$ cat src/rtl/sap_pkg.sv
package sap_pkg;
  localparam int WORD_W = 32;
  localparam int BITS_W = 6;

  // Per-cycle commands from the frame sequencer to the shift datapath
  typedef struct packed {
    logic              driveEdge;
    logic              txLoad;
    logic              txShift;
    logic [BITS_W-1:0] loadBits;
    logic              rxSample;
    logic              rxLast;
  } sapStrobes_t;

  function automatic logic [BITS_W-1:0] codeToBits(input logic [2:0] code);
    case (code)
      3'd0:    return BITS_W'(8);
      3'd1:    return BITS_W'(12);
      3'd2:    return BITS_W'(16);
      3'd3:    return BITS_W'(20);
      3'd4:    return BITS_W'(24);
      default: return BITS_W'(32);
    endcase
  endfunction
endpackage

$ cat src/rtl/sap_ctrl.sv
module sap_ctrl
  import sap_pkg::*;
#(
  parameter int LEN_W = 7
) (
  input  logic             clk,
  input  logic             rstN,
  input  logic             bclkRise,
  input  logic             bclkFall,
  input  logic             fsIn,
  input  logic             clkInv,
  input  logic             fsInv,
  input  logic             dataDelay,
  input  logic             dualPhase,
  input  logic [LEN_W-1:0] p1Len,
  input  logic [2:0]       p1Code,
  input  logic [LEN_W-1:0] p2Len,
  input  logic [2:0]       p2Code,
  output sapStrobes_t      stb,
  output logic             fsError
);
  logic driveStb, sampleStb, fsAct, fsPrev, fsEdge, busy;
  logic active, delayPend, phase2, sampPend, sampLast;
  logic [LEN_W-1:0]  wordIdx, curLen;
  logic [BITS_W-1:0] bitRem, p1Bits, p2Bits, curBits;
  logic startNow, firstBit, contBit, wordEnd, moreInPhase, toPhase2, lastBit;

  assign driveStb    = clkInv ? bclkRise : bclkFall;
  assign sampleStb   = clkInv ? bclkFall : bclkRise;
  assign fsAct       = (fsIn == fsInv);
  assign fsEdge      = driveStb && fsAct && !fsPrev;
  assign busy        = active || sampPend;
  assign startNow    = fsEdge && !busy;
  assign firstBit    = (startNow && !dataDelay) || (driveStb && active && delayPend);
  assign contBit     = driveStb && active && !delayPend;
  assign p1Bits      = codeToBits(p1Code);
  assign p2Bits      = codeToBits(p2Code);
  assign curLen      = phase2 ? p2Len : p1Len;
  assign curBits     = phase2 ? p2Bits : p1Bits;
  assign wordEnd     = (bitRem == '0);
  assign moreInPhase = (wordIdx != curLen);
  assign toPhase2    = !phase2 && dualPhase;
  assign lastBit     = contBit && !wordEnd && (bitRem == BITS_W'(1)) && !moreInPhase && !toPhase2;

  always_comb begin
    stb           = '0;
    stb.driveEdge = driveStb;
    stb.txLoad    = firstBit || (contBit && wordEnd);
    stb.txShift   = contBit && !wordEnd;
    stb.loadBits  = firstBit ? p1Bits : (moreInPhase ? curBits : p2Bits);
    stb.rxSample  = sampleStb && sampPend;
    stb.rxLast    = sampLast;
  end

  always_ff @(posedge clk or negedge rstN) begin
    if (!rstN) begin
      fsPrev <= 1'b0; fsError <= 1'b0; active <= 1'b0; delayPend <= 1'b0;
      phase2 <= 1'b0; wordIdx <= '0; bitRem <= '0; sampPend <= 1'b0; sampLast <= 1'b0;
    end else begin
      if (driveStb) fsPrev <= fsAct;
      if (fsEdge && busy) fsError <= 1'b1;
      if (sampleStb) sampPend <= 1'b0;
      if (startNow) begin
        active    <= 1'b1;
        delayPend <= dataDelay;
      end
      if (firstBit) begin
        delayPend <= 1'b0;
        phase2    <= 1'b0;
        wordIdx   <= '0;
        bitRem    <= p1Bits - BITS_W'(1);
        sampPend  <= 1'b1;
        sampLast  <= 1'b0;
      end else if (contBit) begin
        sampPend <= 1'b1;
        if (!wordEnd) begin
          bitRem   <= bitRem - BITS_W'(1);
          sampLast <= (bitRem == BITS_W'(1));
          if (lastBit) active <= 1'b0;
        end else if (moreInPhase) begin
          wordIdx  <= wordIdx + LEN_W'(1);
          bitRem   <= curBits - BITS_W'(1);
          sampLast <= 1'b0;
        end else begin
          phase2   <= 1'b1;
          wordIdx  <= '0;
          bitRem   <= p2Bits - BITS_W'(1);
          sampLast <= 1'b0;
        end
      end
    end
  end

  // the frame-sync error flag never clears once raised
  assert_fs_err_sticky_R10: assert property (@(posedge clk) disable iff (!rstN)
    fsError |=> fsError);
  // a second sync inside a frame never restarts the word sequence
  assert_no_restart_R10: assert property (@(posedge clk) disable iff (!rstN)
    (fsEdge && contBit) |-> !firstBit);
endmodule

$ cat src/rtl/sap_datapath.sv
module sap_datapath
  import sap_pkg::*;
#(
  parameter int DATA_W = WORD_W
) (
  input  logic              clk,
  input  logic              rstN,
  input  sapStrobes_t       stb,
  input  logic [DATA_W-1:0] txData,
  input  logic              txValid,
  output logic              txReady,
  input  logic              rxIn,
  input  logic              rxReady,
  output logic [DATA_W-1:0] rxData,
  output logic              rxValid,
  output logic              txOut,
  output logic              txUnderrun,
  output logic              rxOverrun
);
  logic [DATA_W-1:0] txSh, rxSh, txAligned, rxNext;

  assign txReady   = stb.txLoad;
  assign txAligned = txValid ? (txData << (DATA_W - int'(stb.loadBits))) : '0;
  assign rxNext    = {rxSh[DATA_W-2:0], rxIn};

  always_ff @(posedge clk or negedge rstN) begin
    if (!rstN) begin
      txSh <= '0; txOut <= 1'b0; txUnderrun <= 1'b0;
    end else if (stb.txLoad) begin
      txOut <= txAligned[DATA_W-1];
      txSh  <= txAligned << 1;
      if (!txValid) txUnderrun <= 1'b1;
    end else if (stb.txShift) begin
      txOut <= txSh[DATA_W-1];
      txSh  <= txSh << 1;
    end else if (stb.driveEdge) begin
      txOut <= 1'b0;
    end
  end

  always_ff @(posedge clk or negedge rstN) begin
    if (!rstN) begin
      rxSh <= '0; rxData <= '0; rxValid <= 1'b0; rxOverrun <= 1'b0;
    end else if (stb.rxSample && stb.rxLast) begin
      rxData  <= rxNext;
      rxSh    <= '0;
      rxValid <= 1'b1;
      if (rxValid && !rxReady) rxOverrun <= 1'b1;
    end else begin
      if (stb.rxSample) rxSh <= rxNext;
      if (rxValid && rxReady) rxValid <= 1'b0;
    end
  end

  assert_underrun_sticky_R8: assert property (@(posedge clk) disable iff (!rstN)
    txUnderrun |=> txUnderrun);
  assert_overrun_sticky_R9: assert property (@(posedge clk) disable iff (!rstN)
    rxOverrun |=> rxOverrun);
  assert_rx_valid_source_R6: assert property (@(posedge clk) disable iff (!rstN)
    $rose(rxValid) |-> $past(stb.rxSample && stb.rxLast));
  assert_rx_hold_R6: assert property (@(posedge clk) disable iff (!rstN)
    (rxValid && !rxReady && !(stb.rxSample && stb.rxLast)) |=> (rxValid && $stable(rxData)));
endmodule

$ cat src/rtl/sap_framer.sv
module sap_framer
  import sap_pkg::*;
#(
  parameter int DATA_W = WORD_W,
  parameter int LEN_W  = 7
) (
  input  logic              clk,
  input  logic              rstN,
  input  logic              bclkRise,
  input  logic              bclkFall,
  input  logic              fsIn,
  input  logic              rxIn,
  input  logic              clkInv,
  input  logic              fsInv,
  input  logic              dataDelay,
  input  logic              dualPhase,
  input  logic [LEN_W-1:0]  p1Len,
  input  logic [2:0]        p1Code,
  input  logic [LEN_W-1:0]  p2Len,
  input  logic [2:0]        p2Code,
  input  logic [DATA_W-1:0] txData,
  input  logic              txValid,
  output logic              txReady,
  output logic [DATA_W-1:0] rxData,
  output logic              rxValid,
  input  logic              rxReady,
  output logic              txOut,
  output logic              txUnderrun,
  output logic              rxOverrun,
  output logic              fsError
);
  sapStrobes_t ctlStb;

  sap_ctrl #(.LEN_W(LEN_W)) uCtrl (
    .clk(clk), .rstN(rstN), .bclkRise(bclkRise), .bclkFall(bclkFall), .fsIn(fsIn),
    .clkInv(clkInv), .fsInv(fsInv), .dataDelay(dataDelay), .dualPhase(dualPhase),
    .p1Len(p1Len), .p1Code(p1Code), .p2Len(p2Len), .p2Code(p2Code),
    .stb(ctlStb), .fsError(fsError)
  );

  sap_datapath #(.DATA_W(DATA_W)) uData (
    .clk(clk), .rstN(rstN), .stb(ctlStb), .txData(txData), .txValid(txValid),
    .txReady(txReady), .rxIn(rxIn), .rxReady(rxReady), .rxData(rxData),
    .rxValid(rxValid), .txOut(txOut), .txUnderrun(txUnderrun), .rxOverrun(rxOverrun)
  );

  // the serial output moves only on the edge selected as the drive edge
  assert_tx_on_drive_edge_R7: assert property (@(posedge clk) disable iff (!rstN)
    !$stable(txOut) |-> $past(clkInv ? bclkRise : bclkFall));
  // a new transmit word is never requested on two cycles in a row
  assert_ready_single_R5: assert property (@(posedge clk) disable iff (!rstN)
    txReady |=> !txReady);
endmodule

$ cat config.mk
export PLATFORM = sky130hd
export DESIGN_NAME = sap_framer
export DESIGN_NICKNAME = d
export VERILOG_FILES = /design/src/rtl/sap_pkg.sv /design/src/rtl/sap_ctrl.sv /design/src/rtl/sap_datapath.sv /design/src/rtl/sap_framer.sv
export SDC_FILE = /design/constraint.sdc
export NUM_CORES = 1
export LEC_CHECK = 0
export ABC_AREA = 0
export BUFFER_PORTS_ARGS = -buffer_cell sky130_fd_sc_hd__buf_4
export CAP_MARGIN = 20
export CORE_ASPECT_RATIO = 2
export CORE_MARGIN = 1.5
export CORE_UTILIZATION = 44
export DETAILED_ROUTE_END_ITERATION = 6
export GPL_ROUTABILITY_DRIVEN = 0
export HOLD_SLACK_MARGIN = 0.1
export PLACE_DENSITY = 0.65
export SLEW_MARGIN = 25
export SYNTH_ARGS = -nofsm -noshare
export SYNTH_HDL_FRONTEND = slang
export SYNTH_SLANG_ARGS = --single-unit
$ cat constraint.sdc
create_clock -name clk -period 3.6 [get_ports clk]
set_input_delay 0.72 -clock clk [delete_from_list [all_inputs] [get_ports clk]]
set_output_delay 0.72 -clock clk [all_outputs]
set_load 0.02 [all_outputs]
**Word-level counts from Yosys, hierarchy flattened**

Index checks and enable logic that the tools add are counted.

- Flip-flop bits (word level): 119
- Bits of input ports: 64
- Output and inout bits: 38
- Word-level logic and storage cells: 124

- Add/subtract/negate cells: 6
- Equality and inequality tests: 12
- Shifts and indexed selects: 1
- Multiplexer cells: 43
- Bitwise logic cells: 1
- Reduce and logical (&&, ||, !) cells: 45

Operator list:

| cell | count |
|---|---|
| $mux W32 | 3 |
| $mux W31 | 2 |
| $pmux W6 S5 | 2 |
| $mux W6 | 7 |
| $mux W7 | 5 |
| $shl A32 B32 Y32 | 1 |
| $mux W1 | 24 |
| $sub A6 B1 Y6 const B | 4 |
| $logic_and A1 B1 Y1 | 18 |
| $eq A3 B2 Y1 const B | 4 |
| $reduce_bool A2 Y1 | 6 |
| $logic_not A1 Y1 | 9 |
| $add A7 B1 Y7 const B | 1 |
| $ne A7 B7 Y1 | 1 |
| $sub A6 B6 Y7 const A | 1 |
| $eq A3 B1 Y1 const B | 2 |
| $eq A3 B3 Y1 const B | 2 |
| $eq A6 B1 Y1 const B | 1 |
| $logic_not A3 Y1 | 2 |
| $logic_not A6 Y1 | 1 |
| $reduce_and A2 Y1 | 3 |
| $reduce_bool A3 Y1 | 2 |
| $logic_or A1 B1 Y1 | 3 |
| $reduce_and A3 Y1 | 1 |
| 3 further kinds | 3 |

**Longest topological paths before layout**

- Depth in word-level cells: 11
- Gate-level depth with buffers: 18
- Mapped depth without buffers: 14

**Cells and area by module**

A second synthesis with hierarchy kept.

- Cell total of the unflattened synthesis: 794
- Area total of the unflattened synthesis: 7423.4 µm²

By module, submodules not included:

| module | times used | cells an instance | area an instance (µm²) | sequential area each (µm²) |
|---|---|---|---|---|
| sap_datapath | 1 | 607 | 5734.2 | 2452.4 |
| sap_ctrl | 1 | 187 | 1689.1 | 500.5 |

**Worst setup path before layout**

Ideal clock, no wire load.

- Path kind: in2reg
- From: input clkInv
- To: register uData.txSh[17]
- Setup time: 0.099 ns
- Data arrival time: 4.144 ns
- Slack: -0.644 ns
- Cell stages on the path: 17
- Buffers on the path: 4
- Cells stage by stage: mux2i_2 > and3b_1 > or2_1 > clkbuf_1 > and2_1 > a211oi_2 > buf_4 > buf_2 > ha_1 > clkbuf_1 > nor3b_1 > mux2_2 > nor3_1 > and3b_1 > nor3_2 > nand2_1 > a311oi_1

- Longest elaborated chain between the ends: 11
- Elaborated cells on any way between the ends: 18
- Those cells by class: 1 x add/sub; 1 x shift; 4 x mux; 12 x reduce/logical

RTL lines:

| element | RTL line | text |
|---|---|---|
| start, declared | sap_framer.sv:13 | `input logic clkInv,` |
| $mux W1 * | sap_ctrl.sv:28 | `assign driveStb = clkInv ? bclkRise : bclkFall;` |
| $logic_and A1 B1 Y1 (2 in series) | sap_ctrl.sv:31 | `assign fsEdge = driveStb && fsAct && !fsPrev;` |
| $logic_and A1 B1 Y1 | sap_ctrl.sv:33 | `assign startNow = fsEdge && !busy;` |
| $logic_and A1 B1 Y1 | sap_ctrl.sv:34 | `assign firstBit = (startNow && !dataDelay) \|\| (driveStb && active && delayPend);` |
| $logic_or A1 B1 Y1 | sap_ctrl.sv:34 |  |
| $mux W6 | sap_ctrl.sv:50 | `stb.loadBits = firstBit ? p1Bits : (moreInPhase ? curBits : p2Bits);` |
| $sub A6 B6 Y7 | sap_datapath.sv:23 | `assign txAligned = txValid ? (txData << (DATA_W - int'(stb.loadBits))) : '0;` |
| $shl A32 B32 Y32 | sap_datapath.sv:23 |  |
| $mux W32 | sap_datapath.sv:23 |  |
| $mux W32 | sap_datapath.sv:29 | `end else if (stb.txLoad) begin` |
| end signal, assigned | sap_datapath.sv:31 | `txSh <= txAligned << 1;` |
| end signal, assigned | sap_datapath.sv:35 | `txSh <= txSh << 1;` |
| end, declared | sap_datapath.sv:20 | `logic [DATA_W-1:0] txSh, rxSh, txAligned, rxNext;` |

Every way passes the cells marked *; elsewhere a longest branch is shown, timed or not.
A chain may end at the register's enable or synchronous reset.

**Worst setup path in the final report**

- From: register uCtrl.phase2
- To: register uData.txSh[22]

- Longest elaborated chain between the ends: 8
- Elaborated cells on any way between the ends: 9
- Those cells by class: 1 x add/sub; 1 x eq/ne; 1 x shift; 6 x mux

RTL lines:

| element | RTL line | text |
|---|---|---|
| start, declared | sap_ctrl.sv:23 | `logic active, delayPend, phase2, sampPend, sampLast;` |
| start signal, assigned | sap_ctrl.sv:58 | `phase2 <= 1'b0; wordIdx <= '0; bitRem <= '0; sampPend <= 1'b0; sampLast <= 1'b0;` |
| start signal, assigned | sap_ctrl.sv:69 | `phase2 <= 1'b0;` |
| start signal, assigned | sap_ctrl.sv:85 | `phase2 <= 1'b1;` |
| $mux W7 | sap_ctrl.sv:38 | `assign curLen = phase2 ? p2Len : p1Len;` |
| $ne A7 B7 Y1 | sap_ctrl.sv:41 | `assign moreInPhase = (wordIdx != curLen);` |
| $mux W6 * (2 in series) | sap_ctrl.sv:50 |  |
| $sub A6 B6 Y7 * | sap_datapath.sv:23 |  |
| $shl A32 B32 Y32 * | sap_datapath.sv:23 |  |
| $mux W32 * | sap_datapath.sv:23 |  |
| $mux W32 * | sap_datapath.sv:29 |  |

Marks and branches as above.

==> results.cfg <==
[clock_tree]
cts.sinks = 118
cts_buffers = 17
insertion_delay_ps = 410
cts.path.max_buffers = 2
htree_levels = 4
cts_tree = built
path_clk_slew_ps = 60
root_buffer = clkbuf_16

[sta]
final-setup-viol-count = 7
setup_ws_ps = -67.2
skew_ps = 12.5
relSlewSlack = 0.380
final-max-slew-violation-count = 0
hold_viol = 0
min_period_ps = 3670
finalSetupTns_ps = -245
rsz0062_at_grt = yes
post-route-period-util = 1.02
clock.fmax_mhz = 273
tightest_slew_ps = 930

[yosys]
synth_area_per_cell_um2 = 9.80
synth_ff_type = dfrtp_1
synth_fp_nets = 748
netlist_area_um2 = 6660
ys_seq_area_frac = 0.444
synth.largest_area_cell = dfrtp_1
synth_edf_count = 0
ys_warn_count = 0
yosys_register_bits = 118
synthDistinctLibCells = 70
synth_area_leaders = dfrtp_1, mux2_2, mux2i_1, nand2_1, o21ai_0
syn_inst = 679
synth_top_area_frac = 0.444
synthArstFlopShare = 1.00

[critical_path]
ff2ff_setup_slack_ps = -70
crit_path_end_kind = flip-flop
cp_data_required_time_ps = 3870
worst_ep_arrival_time_ps = 3940
cp-start-kind = flip-flop
path_class = reg -> reg
crit_fanout = 7

[outcome]
status = finished, violations left
violations = setup timing

[drt]
antenna_left = 0
routed_wl_um = 19000
vias = 5962
drtIter0Drc = 298
drc = 0
viasPerCell = 5.74
drt_pre_antenna_iters = 5
wl_per_cell_um = 18.3

[cells_and_area]
drive_gt1_frac = 0.364
register_area_um2 = 2950
nFillCells = 1277
fin_util = 0.610
area_delta_synth_final_pct = 35.9
antenna_cells = 0
multi_input_area_um2 = 3800
nNetsFinal = 900

[place]
place_hpwl_um = 13800
port_buffers = 101

[power]
leakage_nw = 4.14
power_w = 0.00558
ir_drop_mv = 0.347
powerDensity_nw_per_um2 = 617

[min_path]
hold_class = in -> async

[floorplan]
die_h_um = 177
core_um2 = 14800
die_w_um = 90.0
initial_core_util = 0.449
io_pins = 102
fp-row-count = 63
design.die.area_um2 = 15900

[global_route]
grt-ovfl-total = 0
grt_max_degree = 71
antenna_found_initial = 0
grt_pass1_wl_um = 29700
grt_pass1_vias = 6055
grt_usage = 0.239

[job]
maxCapViolations = 0
## worst paths after layout
path	from	endpoint	cells past startpoint
worst max register to register	uCtrl.phase2	uData.txSh[22]	17
max in group asynchronous	rstN	uData.rxSh[25]	2
worst min register to register	uData.rxOverrun	uData.rxOverrun	1
worst max-delay path	uCtrl.phase2	uData.txSh[22]	17
worst min-delay path	rstN	uCtrl.wordIdx[3]	1
min in group clk	uData.rxOverrun	uData.rxOverrun	1
## per-layer routing
layer	GRT usage	routed length, um	vias up
met5	0	0	-
met4	0.165	1230	0
met3	0.0442	812	62
met2	0.444	10100	233
met1	0.237	6790	2894
li1	-	-	2773
## per-stage QoR
stage	cell area [um2]	hold slack (ps)	std cells	setup WS, ps
2_1_floorplan	6800	424	679	-175
3_3_place_gp	8040	463	989	-193
3_5_place_dp	8040	467	989	-351
4_1_cts	8720	469	1025	-0.335
5_1_grt	9040	502	1039	-222
6_report	9040	445	1039	-67.2
## synthesized netlist by cell type, types with 3 or more instances
| cell type | count |
|---|---|
| mux4_2 | 4 |
| o221ai_1 | 3 |
| nor3b_1 | 4 |
| and3_1 | 9 |
| a21oi_1 | 40 |
| o21ai_1 | 4 |
| buf_6 | 3 |
| dfrtp_1 | 118 |
| nor2_1 | 43 |
| a21o_1 | 4 |
| o31ai_1 | 3 |
| nand2_1 | 85 |
| a221oi_1 | 8 |
| o21bai_1 | 3 |
| a211oi_1 | 5 |
| or3_1 | 3 |
| nand4_1 | 4 |
| inv_1 | 7 |
| a221o_1 | 8 |
| a31oi_1 | 3 |
| mux2_2 | 41 |
| clkbuf_1 | 33 |
| o211ai_1 | 3 |
| o21ai_0 | 56 |
| o22ai_1 | 7 |
| xnor2_1 | 8 |
| buf_4 | 3 |
| nand2b_1 | 35 |
| nor2b_1 | 8 |
| ha_1 | 5 |
| and2_1 | 6 |
| a311oi_1 | 4 |
| nand3_1 | 10 |
| a22oi_1 | 6 |
| nor3_1 | 7 |
| mux2i_1 | 41 |
## cell type report
class,count,share of cell area
Clock buffer,19,0.0490
Timing Repair Buffer,174,0.153
Tap cell,195,0.0270
Inverter,7,0.00290
Sequential cell,118,0.327
Clock inverter,13,0.0219
Multi-Input combinational cell,513,0.420
## power by group
part	leakage [nW]	switching (W)	internal (W)	total, W
combinational	2.30	0.000993	0.000831	0.00182
clock	0.308	0.000635	0.00119	0.00182
sequential	1.54	0.000270	0.00166	0.00193
total	4.14	0.00190	0.00368	0.00558
## registers in the layout (all words and copies together) (netlist names)
| register | cells |
|---|---|
| uCtrl.sampPend | 1 |
| uCtrl.sampLast | 1 |
| uCtrl.fsError | 1 |
| uData.rxData | 32 |
| uData.txUnderrun | 1 |
| uData.txSh | 31 |
| uData.rxValid | 1 |
| uData.rxSh | 31 |
| uCtrl.delayPend | 1 |
| uData.txOut | 1 |
| uCtrl.wordIdx | 7 |
| uData.rxOverrun | 1 |
| uCtrl.bitRem | 6 |
| uCtrl.phase2 | 1 |
| uCtrl.fsPrev | 1 |
| uCtrl.active | 1 |
## cell usage in the layout (no fill, tap or decap), types with 4 or more instances in the layout
cell / netlist / final
nor2b_1: 8 / 7
o21ai_1: 4 / 8
bufinv_16: 0 / 4
xnor2_1: 8 / 6
dfrtp_1: 118 / 117
mux2_2: 41 / 40
mux2i_1: 41 / 39
ha_1: 5 / 4
clkinv_4: 0 / 6
nor2_2: 1 / 4
nand3_1: 10 / 9
clkbuf_16: 0 / 17
a221oi_1: 8 / 6
nand4_1: 4 / 4
buf_4: 3 / 161
a211oi_1: 5 / 5
nand2_1: 85 / 83
o21ai_0: 56 / 51
mux4_2: 4 / 4
and3_1: 9 / 9
a21o_1: 4 / 4
o22ai_1: 7 / 7
nand2b_1: 35 / 34
a21oi_1: 40 / 36
nor2_1: 43 / 37
a221o_1: 8 / 8
buf_6: 3 / 10
inv_1: 7 / 7
nor2_4: 1 / 4
nor3_4: 0 / 4
and2_1: 6 / 5
## cell families (layout without fill, tap and decap cells)
kind of cell / Yosys count / in the layout / synth area share
AOI/OAI and AO/OA: 176 / 176 / 0.174
adders and majority gates: 5 / 5 / 0.00940
DFF: 118 / 118 / 0.444
and+or+nand+nor: 234 / 235 / 0.181
muxes: 87 / 87 / 0.147
xor gates and xnor gates: 10 / 10 / 0.0132
buffers and inverters: 49 / 213 / 0.0329
## critical path, cell delays in order, from the launching register on
cell and delay, ps:
dfrtp_2 480, buf_6 150, mux2i_4 180, xnor2_2 160, nor4_4 330, a21o_1 220, nand3_2 100, and2_4 170
ha_4 180, buf_6 130, a2111oi_4 290, buf_4 210, nor3_4 40, and3b_2 350, buf_12 140, nor2_4 40
a221oi_2 260, a31oi_1 110
## repair_timing
| action | 4_1_cts | 5_1_grt |
|---|---|---|
| hold buffers | 0 | 0 |
| resized for setup | 2 | 46 |
| endpoints found under the hold margin | 0 | 0 |
| gates cloned | 0 | 1 |
| setup endpoints to repair | 29 | 31 |
| pin swaps | 2 | 34 |
| buffers inserted | 4 | 14 |
Power figures use the tool's default switching activity.
